File: src/rtl/err_mag_pkg.sv
`timescale 1ns/1ps
package err_mag_pkg;

  localparam int SYM_W = 8;
  typedef logic [SYM_W-1:0] sym_t;

  typedef enum logic [2:0] {
    ST_IDLE, ST_EXP, ST_HORN, ST_INV, ST_FIN, ST_DONE
  } core_st_t;

  // Shift-and-add product in GF(2^8); red holds the low byte of the field polynomial
  function automatic sym_t gf_mul(input sym_t a, input sym_t b, input sym_t red);
    sym_t p;
    sym_t s;
    p = '0;
    s = a;
    for (int i = 0; i < SYM_W; i++) begin
      if (b[i]) p = p ^ s;
      s = s[SYM_W-1] ? ({s[SYM_W-2:0], 1'b0} ^ red) : {s[SYM_W-2:0], 1'b0};
    end
    return p;
  endfunction

endpackage

File: src/rtl/err_mag_fifo.sv
`timescale 1ns/1ps
module err_mag_fifo #(
  parameter int W     = 8,
  parameter int DEPTH = 4
) (
  input  logic                       clk,
  input  logic                       rst_n,
  input  logic                       push,
  input  logic [W-1:0]               din,
  input  logic                       pop,
  output logic [W-1:0]               dout,
  output logic                       full,
  output logic                       empty,
  output logic [$clog2(DEPTH+1)-1:0] count
);
  localparam int PW = (DEPTH > 1) ? $clog2(DEPTH) : 1;
  localparam int CW = $clog2(DEPTH+1);

  logic [W-1:0]  mem [DEPTH];
  logic [PW-1:0] wr_q, rd_q, wr_n, rd_n;
  logic [CW-1:0] cnt_q, cnt_n;

  assign full  = (cnt_q == CW'(DEPTH));
  assign empty = (cnt_q == '0);
  assign count = cnt_q;
  assign dout  = mem[rd_q];

  always_comb begin
    wr_n  = wr_q;
    rd_n  = rd_q;
    cnt_n = cnt_q;
    if (push) wr_n = (wr_q == PW'(DEPTH-1)) ? '0 : wr_q + 1'b1;
    if (pop)  rd_n = (rd_q == PW'(DEPTH-1)) ? '0 : rd_q + 1'b1;
    if (push && !pop) cnt_n = cnt_q + 1'b1;
    else if (pop && !push) cnt_n = cnt_q - 1'b1;
  end

  always_ff @(posedge clk or negedge rst_n) begin
    if (!rst_n) begin
      wr_q  <= '0;
      rd_q  <= '0;
      cnt_q <= '0;
    end else begin
      wr_q  <= wr_n;
      rd_q  <= rd_n;
      cnt_q <= cnt_n;
    end
  end

  always_ff @(posedge clk) begin
    if (push) mem[wr_q] <= din;
  end

  a_r8_no_overflow: assert property (@(posedge clk) disable iff (!rst_n) !(push && full));
  a_r5_no_underflow: assert property (@(posedge clk) disable iff (!rst_n) !(pop && empty));

endmodule

File: src/rtl/err_mag_slow_core.sv
`timescale 1ns/1ps
module err_mag_slow_core
  import err_mag_pkg::*;
#(
  parameter int         T    = 4,
  parameter logic [8:0] POLY = 9'h11D
) (
  input  logic                            clk,
  input  logic                            rst_n,
  input  logic                            in_valid,
  input  sym_t                            in_loc,
  output logic                            in_take,
  input  logic [T-1:0][SYM_W-1:0]         omega,
  input  logic [(T+1)/2-1:0][SYM_W-1:0]   lam_odd,
  output logic                            out_valid,
  output sym_t                            out_loc,
  output sym_t                            out_mag,
  input  logic                            out_take,
  output logic                            busy
);
  localparam int   NODD     = (T+1)/2;
  localparam int   STEP_MAX = (T > 8) ? T : 8;
  localparam int   SW       = $clog2(STEP_MAX);
  localparam sym_t RED      = POLY[7:0];
  localparam int   LAT      = T + 16;

  core_st_t    st_q, st_n;
  logic [SW-1:0] step_q, step_n;
  sym_t loc_q, loc_n, x_q, x_n, num_q, num_n, den_q, den_n, inv_q, inv_n, res_q, res_n;
  sym_t expo, om_sel, od_sel, x_sq;
  logic ebit;

  assign expo = 8'hFF - loc_q;
  assign ebit = expo[3'd7 - step_q[2:0]];
  assign x_sq = gf_mul(x_q, x_q, RED);

  always_comb begin
    om_sel = '0;
    for (int j = 0; j < T; j++)
      if (step_q == SW'(j)) om_sel = omega[j];
    od_sel = '0;
    for (int m = 0; m < NODD; m++)
      if (step_q == SW'(m)) od_sel = lam_odd[m];
  end

  always_comb begin
    st_n = st_q; step_n = step_q; loc_n = loc_q; x_n = x_q;
    num_n = num_q; den_n = den_q; inv_n = inv_q; res_n = res_q;
    in_take = 1'b0;
    unique case (st_q)
      ST_IDLE: if (in_valid) begin
        in_take = 1'b1;
        loc_n   = in_loc;
        x_n     = 8'h01;
        step_n  = '0;
        st_n    = ST_EXP;
      end
      ST_EXP: begin
        x_n = gf_mul(x_sq, ebit ? 8'h02 : 8'h01, RED);
        if (step_q == SW'(7)) begin
          st_n = ST_HORN; step_n = SW'(T-1); num_n = '0; den_n = '0;
        end else step_n = step_q + 1'b1;
      end
      ST_HORN: begin
        num_n = gf_mul(num_q, x_q, RED) ^ om_sel;
        den_n = gf_mul(den_q, x_sq, RED) ^ od_sel;
        if (step_q == '0) begin
          st_n = ST_INV; inv_n = 8'h01;
        end else step_n = step_q - 1'b1;
      end
      ST_INV: begin
        inv_n = gf_mul(gf_mul(inv_q, inv_q, RED), den_q, RED);
        if (step_q == SW'(6)) st_n = ST_FIN;
        else step_n = step_q + 1'b1;
      end
      ST_FIN: begin
        res_n = gf_mul(num_q, gf_mul(inv_q, inv_q, RED), RED);
        st_n  = ST_DONE;
      end
      ST_DONE: if (out_take) st_n = ST_IDLE;
      default: st_n = ST_IDLE;
    endcase
  end

  always_ff @(posedge clk or negedge rst_n) begin
    if (!rst_n) begin
      st_q <= ST_IDLE; step_q <= '0; loc_q <= '0; x_q <= '0;
      num_q <= '0; den_q <= '0; inv_q <= '0; res_q <= '0;
    end else begin
      st_q <= st_n; step_q <= step_n; loc_q <= loc_n; x_q <= x_n;
      num_q <= num_n; den_q <= den_n; inv_q <= inv_n; res_q <= res_n;
    end
  end

  assign out_valid = (st_q == ST_DONE);
  assign out_loc   = loc_q;
  assign out_mag   = res_q;
  assign busy      = (st_q != ST_IDLE);

  // Busy-time counter kept for the latency check below
  logic [7:0] lat_q;
  always_ff @(posedge clk or negedge rst_n) begin
    if (!rst_n) lat_q <= '0;
    else if (in_take) lat_q <= '0;
    else if (busy && st_q != ST_DONE) lat_q <= lat_q + 1'b1;
  end

  a_r7_busy_len: assert property (@(posedge clk) disable iff (!rst_n)
    $rose(st_q == ST_DONE) |-> lat_q == 8'(LAT));
  a_r4_zero_den: assert property (@(posedge clk) disable iff (!rst_n)
    (st_q == ST_FIN && den_q == '0) |=> res_q == '0);

endmodule

File: src/rtl/err_mag_ooo.sv
`timescale 1ns/1ps
module err_mag_ooo
  import err_mag_pkg::*;
#(
  parameter int         T          = 4,
  parameter logic [8:0] POLY       = 9'h11D,
  parameter int         ORD_DEPTH  = 16,
  parameter int         FAST_DEPTH = 8,
  parameter int         SLOW_DEPTH = 4,
  parameter int         OUT_DEPTH  = 2
) (
  input  logic                    clk,
  input  logic                    rst_n,
  input  logic                    coef_we,
  input  logic                    coef_sel,
  input  logic [$clog2(T+1)-1:0]  coef_idx,
  input  logic [7:0]              coef_data,
  input  logic                    pos_valid,
  output logic                    pos_ready,
  input  logic [7:0]              pos_loc,
  input  logic                    pos_err,
  output logic                    mag_valid,
  input  logic                    mag_ready,
  output logic [7:0]              mag_loc,
  output logic [7:0]              mag_data
);
  localparam int IDX_W = $clog2(T+1);
  localparam int NODD  = (T+1)/2;

  // Asynchronous assertion, synchronous release
  logic [1:0] rs_q;
  logic       rst_i_n;
  always_ff @(posedge clk or negedge rst_n) begin
    if (!rst_n) rs_q <= '0;
    else        rs_q <= {rs_q[0], 1'b1};
  end
  assign rst_i_n = rs_q[1];

  // Coefficient storage: evaluator terms and odd locator terms only
  logic [T-1:0][7:0]    om_q;
  logic [NODD-1:0][7:0] lo_q;
  always_ff @(posedge clk or negedge rst_i_n) begin
    if (!rst_i_n) begin
      om_q <= '0;
      lo_q <= '0;
    end else if (coef_we) begin
      for (int j = 0; j < T; j++)
        if (!coef_sel && coef_idx == IDX_W'(j)) om_q[j] <= coef_data;
      for (int m = 0; m < NODD; m++)
        if (coef_sel && coef_idx == IDX_W'(2*m+1)) lo_q[m] <= coef_data;
    end
  end

  // Dispatcher
  logic ord_full, ord_empty, ord_tag, fast_full, fast_empty, sin_full, sin_empty;
  logic sout_full, sout_empty, acc, fire, core_take, core_valid, core_busy;
  logic [$clog2(ORD_DEPTH+1)-1:0]  ord_cnt;
  logic [$clog2(FAST_DEPTH+1)-1:0] fast_cnt;
  logic [$clog2(SLOW_DEPTH+1)-1:0] sin_cnt;
  logic [$clog2(OUT_DEPTH+1)-1:0]  sout_cnt;
  sym_t fast_loc, sin_loc, core_loc, core_mag, sout_loc, sout_mag;

  assign pos_ready = rst_i_n && !ord_full && (pos_err ? !sin_full : !fast_full);
  assign acc       = pos_valid && pos_ready;

  err_mag_fifo #(.W(1), .DEPTH(ORD_DEPTH)) u_ord (
    .clk, .rst_n(rst_i_n), .push(acc), .din(pos_err), .pop(fire),
    .dout(ord_tag), .full(ord_full), .empty(ord_empty), .count(ord_cnt));

  // One-cycle clean path: the queue slot itself is the single stage
  err_mag_fifo #(.W(8), .DEPTH(FAST_DEPTH)) u_fast (
    .clk, .rst_n(rst_i_n), .push(acc && !pos_err), .din(pos_loc), .pop(fire && !ord_tag),
    .dout(fast_loc), .full(fast_full), .empty(fast_empty), .count(fast_cnt));

  err_mag_fifo #(.W(8), .DEPTH(SLOW_DEPTH)) u_sin (
    .clk, .rst_n(rst_i_n), .push(acc && pos_err), .din(pos_loc), .pop(core_take),
    .dout(sin_loc), .full(sin_full), .empty(sin_empty), .count(sin_cnt));

  err_mag_slow_core #(.T(T), .POLY(POLY)) u_core (
    .clk, .rst_n(rst_i_n), .in_valid(!sin_empty), .in_loc(sin_loc), .in_take(core_take),
    .omega(om_q), .lam_odd(lo_q), .out_valid(core_valid), .out_loc(core_loc),
    .out_mag(core_mag), .out_take(!sout_full), .busy(core_busy));

  err_mag_fifo #(.W(16), .DEPTH(OUT_DEPTH)) u_sout (
    .clk, .rst_n(rst_i_n), .push(core_valid && !sout_full), .din({core_loc, core_mag}),
    .pop(fire && ord_tag), .dout({sout_loc, sout_mag}), .full(sout_full),
    .empty(sout_empty), .count(sout_cnt));

  // Ordered merge
  assign mag_valid = !ord_empty && (ord_tag ? !sout_empty : !fast_empty);
  assign fire      = mag_valid && mag_ready;
  assign mag_loc   = ord_tag ? sout_loc : fast_loc;
  assign mag_data  = ord_tag ? sout_mag : '0;

  a_r5_tag_balance: assert property (@(posedge clk) disable iff (!rst_i_n)
    8'(ord_cnt) == 8'(fast_cnt) + 8'(sin_cnt) + 8'(core_busy) + 8'(sout_cnt));
  a_r9_hold_stable: assert property (@(posedge clk) disable iff (!rst_i_n)
    (mag_valid && !mag_ready) |=> (mag_valid && $stable(mag_loc) && $stable(mag_data)));
  a_r1_quiet_reset: assert property (@(posedge clk) disable iff (rst_i_n) !mag_valid);

endmodule

File: config.mk
export PLATFORM = sky130hd
export DESIGN_NAME = err_mag_ooo
export DESIGN_NICKNAME = d
export VERILOG_FILES = /design/src/rtl/err_mag_pkg.sv /design/src/rtl/err_mag_fifo.sv /design/src/rtl/err_mag_slow_core.sv /design/src/rtl/err_mag_ooo.sv
export SDC_FILE = /design/constraint.sdc
export NUM_CORES = 1
export LEC_CHECK = 0
export BUFFER_PORTS_ARGS = -buffer_cell sky130_fd_sc_hd__clkbuf_2
export CELL_PAD_IN_SITES_DETAIL_PLACEMENT = 2
export CELL_PAD_IN_SITES_GLOBAL_PLACEMENT = 2
export CORE_MARGIN = 2
export CORE_UTILIZATION = 46
export DETAILED_ROUTE_END_ITERATION = 12
export GPL_ROUTABILITY_DRIVEN = 0
export HOLD_SLACK_MARGIN = 0.06
export PLACE_DENSITY_LB_ADDON = 0.1
export SETUP_SLACK_MARGIN = 0.3
export SLEW_MARGIN = 20
export SYNTH_ARGS = -nofsm -noshare
export SYNTH_HDL_FRONTEND = slang
export SYNTH_SLANG_ARGS = --single-unit
File: constraint.sdc
create_clock -name clk -period 9.11 [get_ports clk]
set_input_delay 1.822 -clock clk [delete_from_list [all_inputs] [get_ports clk]]
set_output_delay 1.822 -clock clk [all_outputs]
set_load 0.005 [all_outputs]
[Word-level counts from Yosys, hierarchy flattened]
Memories as Yosys holds them, arrays and structs flattened. A register that Yosys moved wholly into a read port is not among the register bits.
Cells that the tools add are included.
Word-level totals
  bits of input ports: 26
  register bits after elaboration: 130
  memories: 4
  RAM bits: 144
  logic and storage cells: 467
Operators by class
  bitwise operators: 101
  equality and inequality tests: 30
  muxes and demuxes: 215
  reduce and logical (&&, ||, !) cells: 70
  magnitude comparators: 1
  add/subtract/negate cells: 20
Memories
  u_fast.mem: words 8, bits a word 8, rd ports 1, clocked after memory_dff 0, write ports 1, line err_mag_fifo.sv:19  | logic [W-1:0] mem [DEPTH];
  u_sin.mem: words 4, bits a word 8, rd ports 1, clocked after memory_dff 1, write ports 1, line err_mag_fifo.sv:19
  u_sout.mem: words 2, bits a word 16, rd ports 1, clocked after memory_dff 0, write ports 1, line err_mag_fifo.sv:19
  u_ord.mem: words 16, bits a word 1, rd ports 1, clocked after memory_dff 0, write ports 1, line err_mag_fifo.sv:19
Operators with widths (number)
  two-way mux 8 bit: 127
  bitwise XOR 8 bit: 58
  two-way mux 5 bit: 44
  inverter 4 bit: 42
  case mux 8 bit (2 select lines): 4
  two-way mux 3 bit: 13
  logical AND 1 bit: 24
  == test 3 bit (second input constant): 7
  AND reduction 2 bit: 10
  logical NOT 1 bit: 19
  == test 3 x 2 -> 1 bit (second input constant): 6
  case mux 3 bit (6 select lines): 1
  two-way mux 4 bit: 4
  two-way mux 1 bit: 15
  nonzero test 2 bit: 7
  adder 3 x 1 -> 3 bit (second input constant): 4
  adder 4 x 1 -> 4 bit (second input constant): 3
  == test 4 bit (second input constant): 3
  logical NOT 3 bit: 4
  case mux 3 bit (4 select lines): 1
  two-way mux 2 bit: 5
  == test 3 x 1 -> 1 bit (second input constant): 3
  inequality test 2 bit (second input constant): 4
  subtractor 8 bit (first input constant): 1
  other kinds (20): 28

[Depth between registers and ports, before layout]
Gate-level depths: netlist (run 1).
  word-level depth: 46
  gate-level depth with buffers: 19
  mapped depth without buffers: 16

[Hierarchy]
From an unflattened synthesis (run 1), not the netlist that was laid out.
Unflattened totals
  cell total of the unflattened synthesis: 1796
  area, all modules: 18934.4 um^2
By module, submodules not included
  err_mag_slow_core: area each 9190.1 um^2, sequential area each 1351.3 um^2, cells each 1223, times used 1
  err_mag_fifo (u_fast): area each 3120.5 um^2, sequential area each 2172.1 um^2, cells each 157, times used 1
  err_mag_ooo: area each 2157.1 um^2, sequential area each 1251.2 um^2, cells each 141, times used 1
  err_mag_fifo (u_sin): area each 1569.0 um^2, sequential area each 1136.1 um^2, cells each 79, times used 1
  err_mag_fifo (u_ord): area each 1505.2 um^2, sequential area each 805.8 um^2, cells each 130, times used 1
  err_mag_fifo (u_sout): area each 1392.6 um^2, sequential area each 1061.0 um^2, cells each 66, times used 1

[Worst setup path before layout (run 1)]
No wires, ideal clock.
  path kind: reg-to-reg
  from: register rs_q[1]
  to: register u_ord.cnt_q[4] (netlist: u_ord.count[4])
  data arrival time: 6.028 ns
  library setup time: 0.123 ns
  clock period less this slack: 6.151 ns
  path buffers: 1
  stages on the path, launching flop included: 14
  required time: 8.987 ns
  slack: 2.959 ns
  cell sequence: dfrtp_1 > o311ai_0 > a21oi_1 > nand2_1 > inv_1 > clkbuf_1 > ha_1 > inv_1 > fa_1 > a21o_1 > a21oi_1 > xnor2_1 > nor2_1 > xnor2_1
On the way
  longest elaborated chain between the ends: 6
  elaborated cells between the ends (all ways): 8
  those cells by class: 1 x mux; 7 x reduce/logical
Ends and longest elaborated chain
  start: declaration: line err_mag_ooo.sv:31  | logic [1:0] rs_q;
  start signal: assignment: line err_mag_ooo.sv:35  | else rs_q <= {rs_q[0], 1'b1};
  logical AND 1 bit * (2 in series): line err_mag_ooo.sv:63  | assign pos_ready = rst_i_n && !ord_full && (pos_err ? !sin_full : !fast_full);
  via pos_ready: line err_mag_ooo.sv:19  | output logic pos_ready,
  logical AND 1 bit *: line err_mag_ooo.sv:64  | assign acc = pos_valid && pos_ready;
  via acc: line err_mag_ooo.sv:56  | logic sout_full, sout_empty, acc, fire, core_take, core_valid, core_busy;
  logical NOT 1 bit: line err_mag_fifo.sv:35  | else if (pop && !push) cnt_n = cnt_q - 1'b1;
  logical AND 1 bit: line err_mag_fifo.sv:35
  nonzero test 2 bit (no source line)
  end signal: assignment: line err_mag_fifo.sv:46  | cnt_q <= cnt_n;
  end: declaration: line err_mag_fifo.sv:21  | logic [CW-1:0] cnt_q, cnt_n;
The timed path passes the listed nets; every way through them passes the cells marked *.
A chain may end at the register's enable or synchronous reset.

[Worst setup path in the final report (run 1)]
  from: register u_core.inv_q[6]
  to: register u_core.inv_q[3]
On the way
  longest elaborated chain between the ends: 43
  elaborated cells between the ends (all ways): 71
  those cells by class: 45 x mux; 26 x bitwise
Ends and longest elaborated chain
  start: declaration: line err_mag_slow_core.sv:29  | sym_t loc_q, loc_n, x_q, x_n, num_q, num_n, den_q, den_n, inv_q, inv_n, res_q, res_n;
  start signal: assignment: line err_mag_slow_core.sv:91  | num_q <= num_n; den_q <= den_n; inv_q <= inv_n; res_q <= res_n;
  bitwise XOR 8 bit: line err_mag_pkg.sv:18  | if (b[i]) p = p ^ s;
  two-way mux 8 bit: line err_mag_pkg.sv:18
  two-way mux 8 bit: line err_mag_slow_core.sv:50  | unique case (st_q)
  bitwise XOR 8 bit: line err_mag_pkg.sv:18
  two-way mux 8 bit: line err_mag_pkg.sv:18
  two-way mux 8 bit: line err_mag_slow_core.sv:50
  bitwise XOR 8 bit: line err_mag_pkg.sv:18
  two-way mux 8 bit: line err_mag_pkg.sv:18
  (+27 left out)
  two-way mux 8 bit: line err_mag_pkg.sv:18
  two-way mux 8 bit: line err_mag_slow_core.sv:50
  bitwise XOR 8 bit: line err_mag_pkg.sv:18
  two-way mux 8 bit: line err_mag_pkg.sv:18
  two-way mux 8 bit: line err_mag_slow_core.sv:50
  bitwise XOR 8 bit: line err_mag_pkg.sv:18
  two-way mux 8 bit *: line err_mag_pkg.sv:18
  case mux 8 bit (2 select lines) *: line err_mag_slow_core.sv:50
Every way passes the cells marked *; elsewhere a longest branch is shown, timed or not. The select of a mux whose other input is x is not followed.

==> results.sh, run 1 <==
export IMPL_dieArea_um2=42300
export IMPL_synthFlopType="edfxtp_1"
export IMPL_min_period_over_period_pct=65.6
export IMPL_ys_warn_count=0
export IMPL_grt_setup_unrepaired="no"
export IMPL_cts_setup_buffers=0
export IMPL_antenna_found_initial=0
export IMPL_via_per_inst=5.93
export IMPL_clk_latency_ns=0.56
export IMPL_critical_path_class="flop to flop"
export IMPL_syn_num_nets=1933
export IMPL_yosys_register_bits=282
export IMPL_avgSynthCellArea_um2=10.0
export IMPL_cts_resized=0
export IMPL_worstPathArrival_ns=6.43
export IMPL_post_synth_main_area_contributors="edfxtp_1 23%, dfrtp_1 18%, xnor2_1 14%, nand2_1 5.5%, xor2_1 3.8%"
export IMPL_track_usage_pct=31.1
export IMPL_clock_sinks=282
export IMPL_ctsHoldBuffers=0
export IMPL_cts_tree="done"
export IMPL_drcViolationCount=0
export IMPL_num_nets_final=1930
export IMPL_synth_largest_area_cell="edfxtp_1"
export IMPL_die_w_um=206
export IMPL_skew_ns=0.0372
export IMPL_crit_path_top_delay_cell="nor3_2"
export IMPL_antennaDiodeCount=0
export IMPL_hold_viol_final=0
export IMPL_crit_path_max_incr_delay_ns=0.87
export IMPL_vias=14326
export IMPL_initial_core_util_pct=46.9
export IMPL_fmax_ghz=0.167
export IMPL_drv_cap=0
export IMPL_dieHeight_um=206
export IMPL_yosysSeqAreaShare_pct=41.5
export IMPL_tightest_slew_ns=1.05
export IMPL_hold_class="flop to asynchronous set/reset pin"
export IMPL_core_um2=39900
export IMPL_netlist_instances=1867
export IMPL_setup_viol=0
export IMPL_layout_drive_gt1_share_pct=13.0
export IMPL_n_fill_cell=3994
export IMPL_detail_route_wl_per_cell_um=26.5
export IMPL_multiInputGateArea_um2=10400
export IMPL_register_area_um2=7780
export IMPL_clkTransAtPathRegs_ns=0.07
export IMPL_crit_fanout=20
export IMPL_async_flop_share_pct=48.9
export IMPL_slew_violations=0
export IMPL_synth_edf_count=144
export IMPL_drtIter0Drc=998
export IMPL_period_needed_ns=5.98
export IMPL_grt_overflow=0
export IMPL_grt_pass1_vias=15958
export IMPL_h_tree_depth=2
export IMPL_yosys_top_cells_count="303 x xnor2_1, 272 x nand2_1, 144 x edfxtp_1"
export IMPL_final_setup_tns_ns=0
export IMPL_rows=73
export IMPL_dr_pass1_iters=5
export IMPL_cp_end_kind="flop"
export IMPL_slew_headroom_pct=29.5
export IMPL_area_delta_synth_final_pct=9.95
export IMPL_numCtsBuffers=34
export IMPL_start_kind="flop"
export IMPL_yosysTopAreaCellShare_pct=23.1
export IMPL_port_buffers=43
export IMPL_cts_path_max_buffers=3
export IMPL_ioPinCount=44
export IMPL_crit_chain="ha_1 > and3b_1 > o31ai_1 > o21a_1 > o2111ai_1 > a21oi_2 > xor2_1 > a22o_1 > nor3_1 > nor3_2 > xnor3_1 > xor2_1 > nand2_1 > xor3_1 > xor3_1 > o21ai_1"
export IMPL_synth_area_um2=18700
export IMPL_grt_pass1_wl_mm=99.5
export IMPL_grt_start_max_net_pins=67
export IMPL_required_ns=9.56
export IMPL_routed_wl_mm=64.0
export IMPL_cts_root_buf="clkbuf_16"
export IMPL_ys_types=77
export IMPL_drtAntennaViolNets=0
export IMPL_yosysMostFrequentCell="xnor2_1"
export IMPL_outcome="completed"
export IMPL_hpwl_mm=40.2
==> metal layers <==
metal	wire (um)	vias to the layer above	GRT usage [%]
li1	-	6399	-
met1	27800	7481	40.7
met2	32400	338	54.5
met4	1620	0	8.50
met3	2200	108	3.44
met5	0	-	0
==> registers in the layout, indices dropped and copies added (netlist names), 16 cells and up <==
signal / count
u_sout.mem: 32
u_fast.mem: 64
u_sin.mem: 32
lo_q: 16
om_q: 32
u_ord.mem: 16
==> area by class of cell <==
class / count / share of cell area [%]
Multi-Input combinational cell: 1430 / 50.5
Sequential cell: 282 / 37.8
Clock buffer: 48 / 4.78
Tap cell: 525 / 3.19
Timing Repair Buffer: 78 / 2.32
Clock inverter: 13 / 0.760
Inverter: 38 / 0.693
==> path summary, 6_finish.rpt <==
kind,from,to,slack (ns),cells past startpoint
max,u_core.inv_q[6],u_core.inv_q[3],3.13,16
min,rs_q[1],om_q[24],0.33,0
max reg2reg,u_core.inv_q[6],u_core.inv_q[3],3.13,16
min reg2reg,rs_q[1],om_q[24],0.33,0
max in group asynchronous,rs_q[1],u_fast.rd_q[0],7.33,1
min in group clk,rs_q[0],rs_q[1],0.37,0
==> stage by stage <==
step                hold slack, ns  worst slack (ns)  cell area [um^2]  utilization, %  std cells
floorplan                    0.331              2.96             18700               -       1867
global placement             0.335              3.53             19400            48.7       2353
detailed placement           0.339              3.21             19400            48.7       2353
CTS                          0.350              3.18             20600            51.6       2414
global route                 0.366              2.72             20600            51.6       2414
finish                       0.332              3.13             20600            51.6       2414
==> critical path: cells and delay by family (launching register included) <==
| family | cells | cell delay (ns) |
|---|---|---|
| fa+ha+maj | 1 | 0.39 |
| xor+xnor | 5 | 1.63 |
| simple gates | 4 | 1.30 |
| compound gates | 6 | 1.73 |
| flops | 1 | 0.81 |
==> logic make-up (layout without fill, tap and decap cells) <==
logic type / Yosys count / after routing / share of synthesized area [%]
adder cells (fa/ha/maj): 40 / 40 / 2.79
other: 1 / 1 / 0.0200
buffers and inverters: 155 / 177 / 3.23
XOR/XNOR: 399 / 399 / 19.7
AND/OR/NAND/NOR: 570 / 570 / 13.4
flip-flops: 282 / 282 / 41.5
multiplexers: 133 / 133 / 9.59
AO/OA/AOI/OAI: 287 / 287 / 9.70
==> placed cells by master, fill, tap and decap left out, types with 28 or more instances in the layout <==
cell type / count
mux4_2: 31
dfrtp_1: 136
mux2_2: 62
a21oi_1: 74
buf_4: 35
edfxtp_1: 144
nand3_1: 28
ha_1: 37
nor2b_1: 33
xor2_1: 81
o21ai_0: 80
xnor2_1: 302
a22oi_1: 33
clkbuf_16: 34
clkbuf_2: 43
nor2_1: 138
inv_1: 35
nand2_1: 272
mux2i_1: 40
Power of run 1 is left out: the tool's default activity adds up to more than one toggle a clock period on the data nets, which glitch-free logic cannot reach.
==> run 2: changes to the inputs <==
CORE_UTILIZATION = 38   (was 46)
clock period = 4.8 ns   (was 9.11 ns; I/O delays follow)
==> results.sh, run 2 (synthesis gave the netlist of run 1 again) <==
export IMPL_h_tree_depth=2
export IMPL_clk_latency_ns=0.56
export IMPL_numCtsBuffers=34
export IMPL_hold_class="input port to asynchronous set/reset pin"
export IMPL_grt_overflow=0
export IMPL_cts_tree="done"
export IMPL_fmax_ghz=0.213
export IMPL_area_delta_synth_final_pct=14.5
export IMPL_initial_core_util_pct=38.4
export IMPL_tightest_slew_ns=1.05
export IMPL_port_buffers=43
export IMPL_drcViolationCount=0
export IMPL_place_area_um2=19900
export IMPL_drtIter0Drc=689
export IMPL_rows=81
export IMPL_crit_path_max_incr_delay_ns=0.51
export IMPL_dieArea_um2=51100
export IMPL_slew_violations=0
export IMPL_routed_wl_mm=58.7
export IMPL_die_w_um=226
export IMPL_antennaDiodeCount=0
export IMPL_cp_top_family="compound AO/OA/AOI/OAI gates"
export IMPL_final_cell_mix="292 x xnor2_1, 272 x nand2_1, 144 x edfxtp_1, 138 x nor2_1, 132 x dfrtp_1"
export IMPL_slew_headroom_pct=30.0
export IMPL_grt_pass1_vias=15270
export IMPL_clkTransAtPathRegs_ns=0.06
export IMPL_layout_commonest_cell="xnor2_1"
export IMPL_outcome="completed"
export IMPL_hpwl_mm=41.2
export IMPL_drv_cap=0
export IMPL_crit_path_top_delay_cell="or4_4"
export IMPL_grt_setup_unrepaired="yes"
export IMPL_skew_ns=0.0243
export IMPL_setup_viol=0
export IMPL_detail_route_wl_per_cell_um=22.4
export IMPL_critical_path_class="flop to flop"
export IMPL_period_needed_ns=4.70
export IMPL_critPathBufInv=3
export IMPL_track_usage_pct=23.3
export IMPL_hold_viol_final=0
export IMPL_final_area_um2=21400
export IMPL_required_ns=5.25
export IMPL_crit_fanout=6
export IMPL_via_per_inst=5.36
export IMPL_ioPinCount=44
export IMPL_clock_sinks=282
export IMPL_worstPathArrival_ns=5.15
export IMPL_min_period_over_period_pct=97.9
export IMPL_start_kind="flop"
export IMPL_ctsHoldBuffers=0
export IMPL_crit_chain="ha_4 > and3b_2 > o21a_4 > o211a_1 > or4_4 > a21oi_4 > buf_4 > xnor2_1 > a32o_2 > nor3_1 > nor3_2 > buf_4 > buf_6 > xnor2_4 > xor2_2 > mux2i_1 > o21ai_1 > xor3_1 > o21ai_1"
export IMPL_cp_end_kind="flop"
export IMPL_grt_pass1_wl_mm=91.0
export IMPL_dr_pass1_iters=4
export IMPL_grt_start_max_net_pins=62
export IMPL_num_nets_final=1998
export IMPL_largest_reg_flops=64
export IMPL_antenna_found_initial=0
export IMPL_layout_drive_gt1_share_pct=17.4
export IMPL_top_register="u_fast.mem"
export IMPL_cts_path_max_buffers=3
export IMPL_cts_root_buf="clkbuf_16"
export IMPL_drtAntennaViolNets=0
export IMPL_dieHeight_um=226
export IMPL_vias=14044
export IMPL_core_um2=48700
## run 2: cell count changes in the layout (fill, tap and decap cells not counted), sizes merged
cell	change
buf	+68
clkbuf	-4
clkinv	+3
clkinvlp	+1
## run 2: worst register-to-register path, delay by kind of cell, from the launching register on
| family | cells | cell delay, ns |
|---|---|---|
| AOI/OAI and AO/OA | 6 | 1.23 |
| buffers and inverters | 3 | 0.43 |
| xor gates and xnor gates | 4 | 0.86 |
| adders and majority gates | 1 | 0.21 |
| and+or+nand+nor | 4 | 1.18 |
| DFF | 1 | 0.44 |
| muxes | 1 | 0.25 |
## run 2: per-layer routing
metal	global-route usage [%]	share of wire, %	vias up	wire length (um)
met2	39.3	49	153	28800
met1	32.0	47	7302	27500
met5	0	0	-	0
li1	-	-	6529	-
met3	2.34	2.2	60	1270
met4	5.98	1.8	0	1050
## run 2: cell type report
cell class                      count  area, um^2
Sequential cell                   282        7790
Tap cell                          664         831
Timing Repair Buffer              146        1000
Fill cell                        5171       27300
Inverter                           38         143
Clock inverter                     17         178
Clock buffer                       44         888
Multi-Input combinational cell   1430       10600
## run 2: worst paths after layout
kind | from | endpoint | slack [ns] | cells after the start
worst max-delay path | u_core.inv_q[6] | u_core.inv_q[3] | 0.1 | 19
worst min-delay path | rst_n | rs_q[1] | 0.19 | 1
worst max register to register | u_core.inv_q[6] | u_core.inv_q[3] | 0.1 | 19
worst min register to register | rs_q[1] | u_sin.rd_q[0] | 0.26 | 0
max in group asynchronous | rs_q[1] | u_core.inv_q[2] | 3.24 | 1
min in group clk | rs_q[0] | rs_q[1] | 0.36 | 0
## run 2: what timing repair did
action / in CTS / in global routing
pin swaps: 9 / 24
resized for setup: 16 / 31
setup endpoints to repair: 7 / 8
gates cloned: 0 / 0
setup buffers: 9 / 16
## run 2: metrics by stage
stage / util, % / worst slack, ns / instances / setup TNS (ns) / hold slack [ns]
2_1_floorplan: - / 0.566 / 1867 / 0 / 0.331
6_report: 44.0 / 0.0993 / 2621 / 0 / 0.188
3_5_place_dp: 40.8 / -0.127 / 2535 / -0.127 / 0.270
5_1_grt: 44.0 / -0.00327 / 2621 / -0.00327 / 0.164
4_1_cts: 43.3 / 0.257 / 2605 / 0 / 0.155
3_3_place_gp: 40.8 / 0.188 / 2535 / 0 / 0.269
Power of run 2 is left out for the same reason.
==> run 3: changes to the inputs <==
CORE_UTILIZATION = 39   (was 38)
CTS_BUF_LIST = sky130_fd_sc_hd__clkbuf_4 sky130_fd_sc_hd__clkbuf_8   (was unset)
==> results.sh, run 3 (synthesis gave the netlist of run 1 again) <==
export IMPL_hpwl_mm=41.9
export IMPL_hold_viol_final=0
export IMPL_grt_setup_unrepaired="yes"
export IMPL_largest_reg_flops=64
export IMPL_antennaDiodeCount=0
export IMPL_antenna_found_initial=0
export IMPL_area_delta_synth_final_pct=14.2
export IMPL_outcome="completed"
export IMPL_tightest_slew_ns=1.05
export IMPL_track_usage_pct=24.4
export IMPL_drtAntennaViolNets=0
export IMPL_drcViolationCount=0
export IMPL_numCtsBuffers=50
export IMPL_die_w_um=223
export IMPL_drv_cap=0
export IMPL_grt_pass1_wl_mm=94.5
export IMPL_skew_ns=0.0228
export IMPL_grt_overflow=0
export IMPL_layout_drive_gt1_share_pct=19.3
export IMPL_top_register="u_fast.mem"
export IMPL_dieHeight_um=223
export IMPL_core_um2=47500
export IMPL_dr_pass1_iters=5
export IMPL_rows=80
export IMPL_cts_root_buf="clkbuf_8"
export IMPL_worstPathArrival_ns=5.05
export IMPL_num_nets_final=2010
export IMPL_min_period_over_period_pct=94.8
export IMPL_drtIter0Drc=690
export IMPL_cp_end_kind="flop"
export IMPL_routed_wl_mm=59.7
export IMPL_period_needed_ns=4.55
export IMPL_start_kind="flop"
export IMPL_required_ns=5.30
export IMPL_dp_slack_ns=-0.0170
export IMPL_clk_latency_ns=0.65
export IMPL_setup_ws_ns=0.248
export IMPL_via_per_inst=5.47
export IMPL_slew_violations=0
export IMPL_initial_core_util_pct=39.4
export IMPL_fmax_ghz=0.220
export IMPL_h_tree_depth=2
export IMPL_detail_route_wl_per_cell_um=23.0
export IMPL_port_buffers=43
export IMPL_critical_path_class="flop to flop"
export IMPL_clkTransAtPathRegs_ns=0.06
export IMPL_cts_tree="done"
export IMPL_vias=14223
export IMPL_crit_fanout=7
export IMPL_cts_path_max_buffers=3
export IMPL_setup_viol=0
export IMPL_grt_start_max_net_pins=65
export IMPL_reg2reg_slack_ns=0.25
export IMPL_final_cell_mix="294 x xnor2_1, 272 x nand2_1, 144 x edfxtp_1, 135 x nor2_1, 135 x dfrtp_1"
export IMPL_utilization_pct=45.0
export IMPL_grt_pass1_vias=15799
export IMPL_ioPinCount=44
export IMPL_clock_sinks=282
export IMPL_dieArea_um2=49800
export IMPL_layout_commonest_cell="xnor2_1"
export IMPL_hold_class="flop to asynchronous set/reset pin"
export IMPL_n_fill_cell=4956
export IMPL_slew_headroom_pct=30.0
-- run 3: final timing paths --
kind,startpoint,end,cells after the start
min in group clk,rs_q[0],rs_q[1],0
hold reg to reg,rs_q[1],om_q[9],0
max in group asynchronous,rs_q[1],u_ord.rd_q[0],2
hold / removal,rs_q[1],om_q[9],0
setup reg to reg,u_core.inv_q[6],u_core.inv_q[2],16
setup / recovery,u_core.inv_q[6],u_core.inv_q[2],16
-- run 3: timing repair --
action | in CTS | in global routing
pin swaps | 2 | 25
endpoints found under the hold margin | 2 | 0
setup buffers | 7 | 10
setup endpoints to repair | 7 | 9
hold buffers | 1 | 0
resized for setup | 15 | 54
-- run 3: stage by stage --
stage | setup TNS (ns) | hold slack (ns) | area, um^2 | instances
2_1_floorplan | 0 | 0.331 | 18700 | 1867
3_3_place_gp | 0 | 0.305 | 19900 | 2489
3_5_place_dp | -0.0170 | 0.318 | 19900 | 2489
4_1_cts | 0 | 0.315 | 21000 | 2588
5_1_grt | 0 | 0.324 | 21400 | 2598
6_report | 0 | 0.288 | 21400 | 2598
-- run 3: cell type report --
| type | count | area [um^2] | share of cell area, % |
|---|---|---|---|
| Multi-Input combinational cell | 1430 | 10700 | 50.0 |
| Sequential cell | 282 | 7780 | 36.4 |
| Timing Repair Buffer | 142 | 992 | 4.64 |
| Clock buffer | 71 | 858 | 4.01 |
| Tap cell | 615 | 769 | 3.60 |
| Inverter | 38 | 143 | 0.667 |
| Clock inverter | 20 | 139 | 0.650 |
-- run 3: metal layers --
layer | part of all wire (%) | routed length (um) | up-vias | GRT usage [%]
met5 | 0 | 0 | - | 0
met4 | 1.8 | 1050 | 0 | 5.59
met3 | 2.3 | 1400 | 64 | 2.83
met2 | 50 | 29700 | 176 | 42.2
met1 | 46 | 27600 | 7414 | 32.8
li1 | - | - | 6569 | -
-- run 3: worst max-delay path: stages (launching register included) --
cell	delay (ns)
dfrtp_1	0.44
ha_4	0.20
and3b_2	0.26
o21a_4	0.24
o211a_1	0.24
or4_4	0.54
a21oi_4	0.20
xor2_2	0.25
mux2i_2	0.31
nor3_2	0.10
or3_4	0.46
xnor2_2	0.18
a21oi_1	0.25
xnor2_1	0.16
a2bb2oi_1	0.30
xnor2_1	0.20
o21ai_1	0.09
Power of run 3 is left out for the same reason.
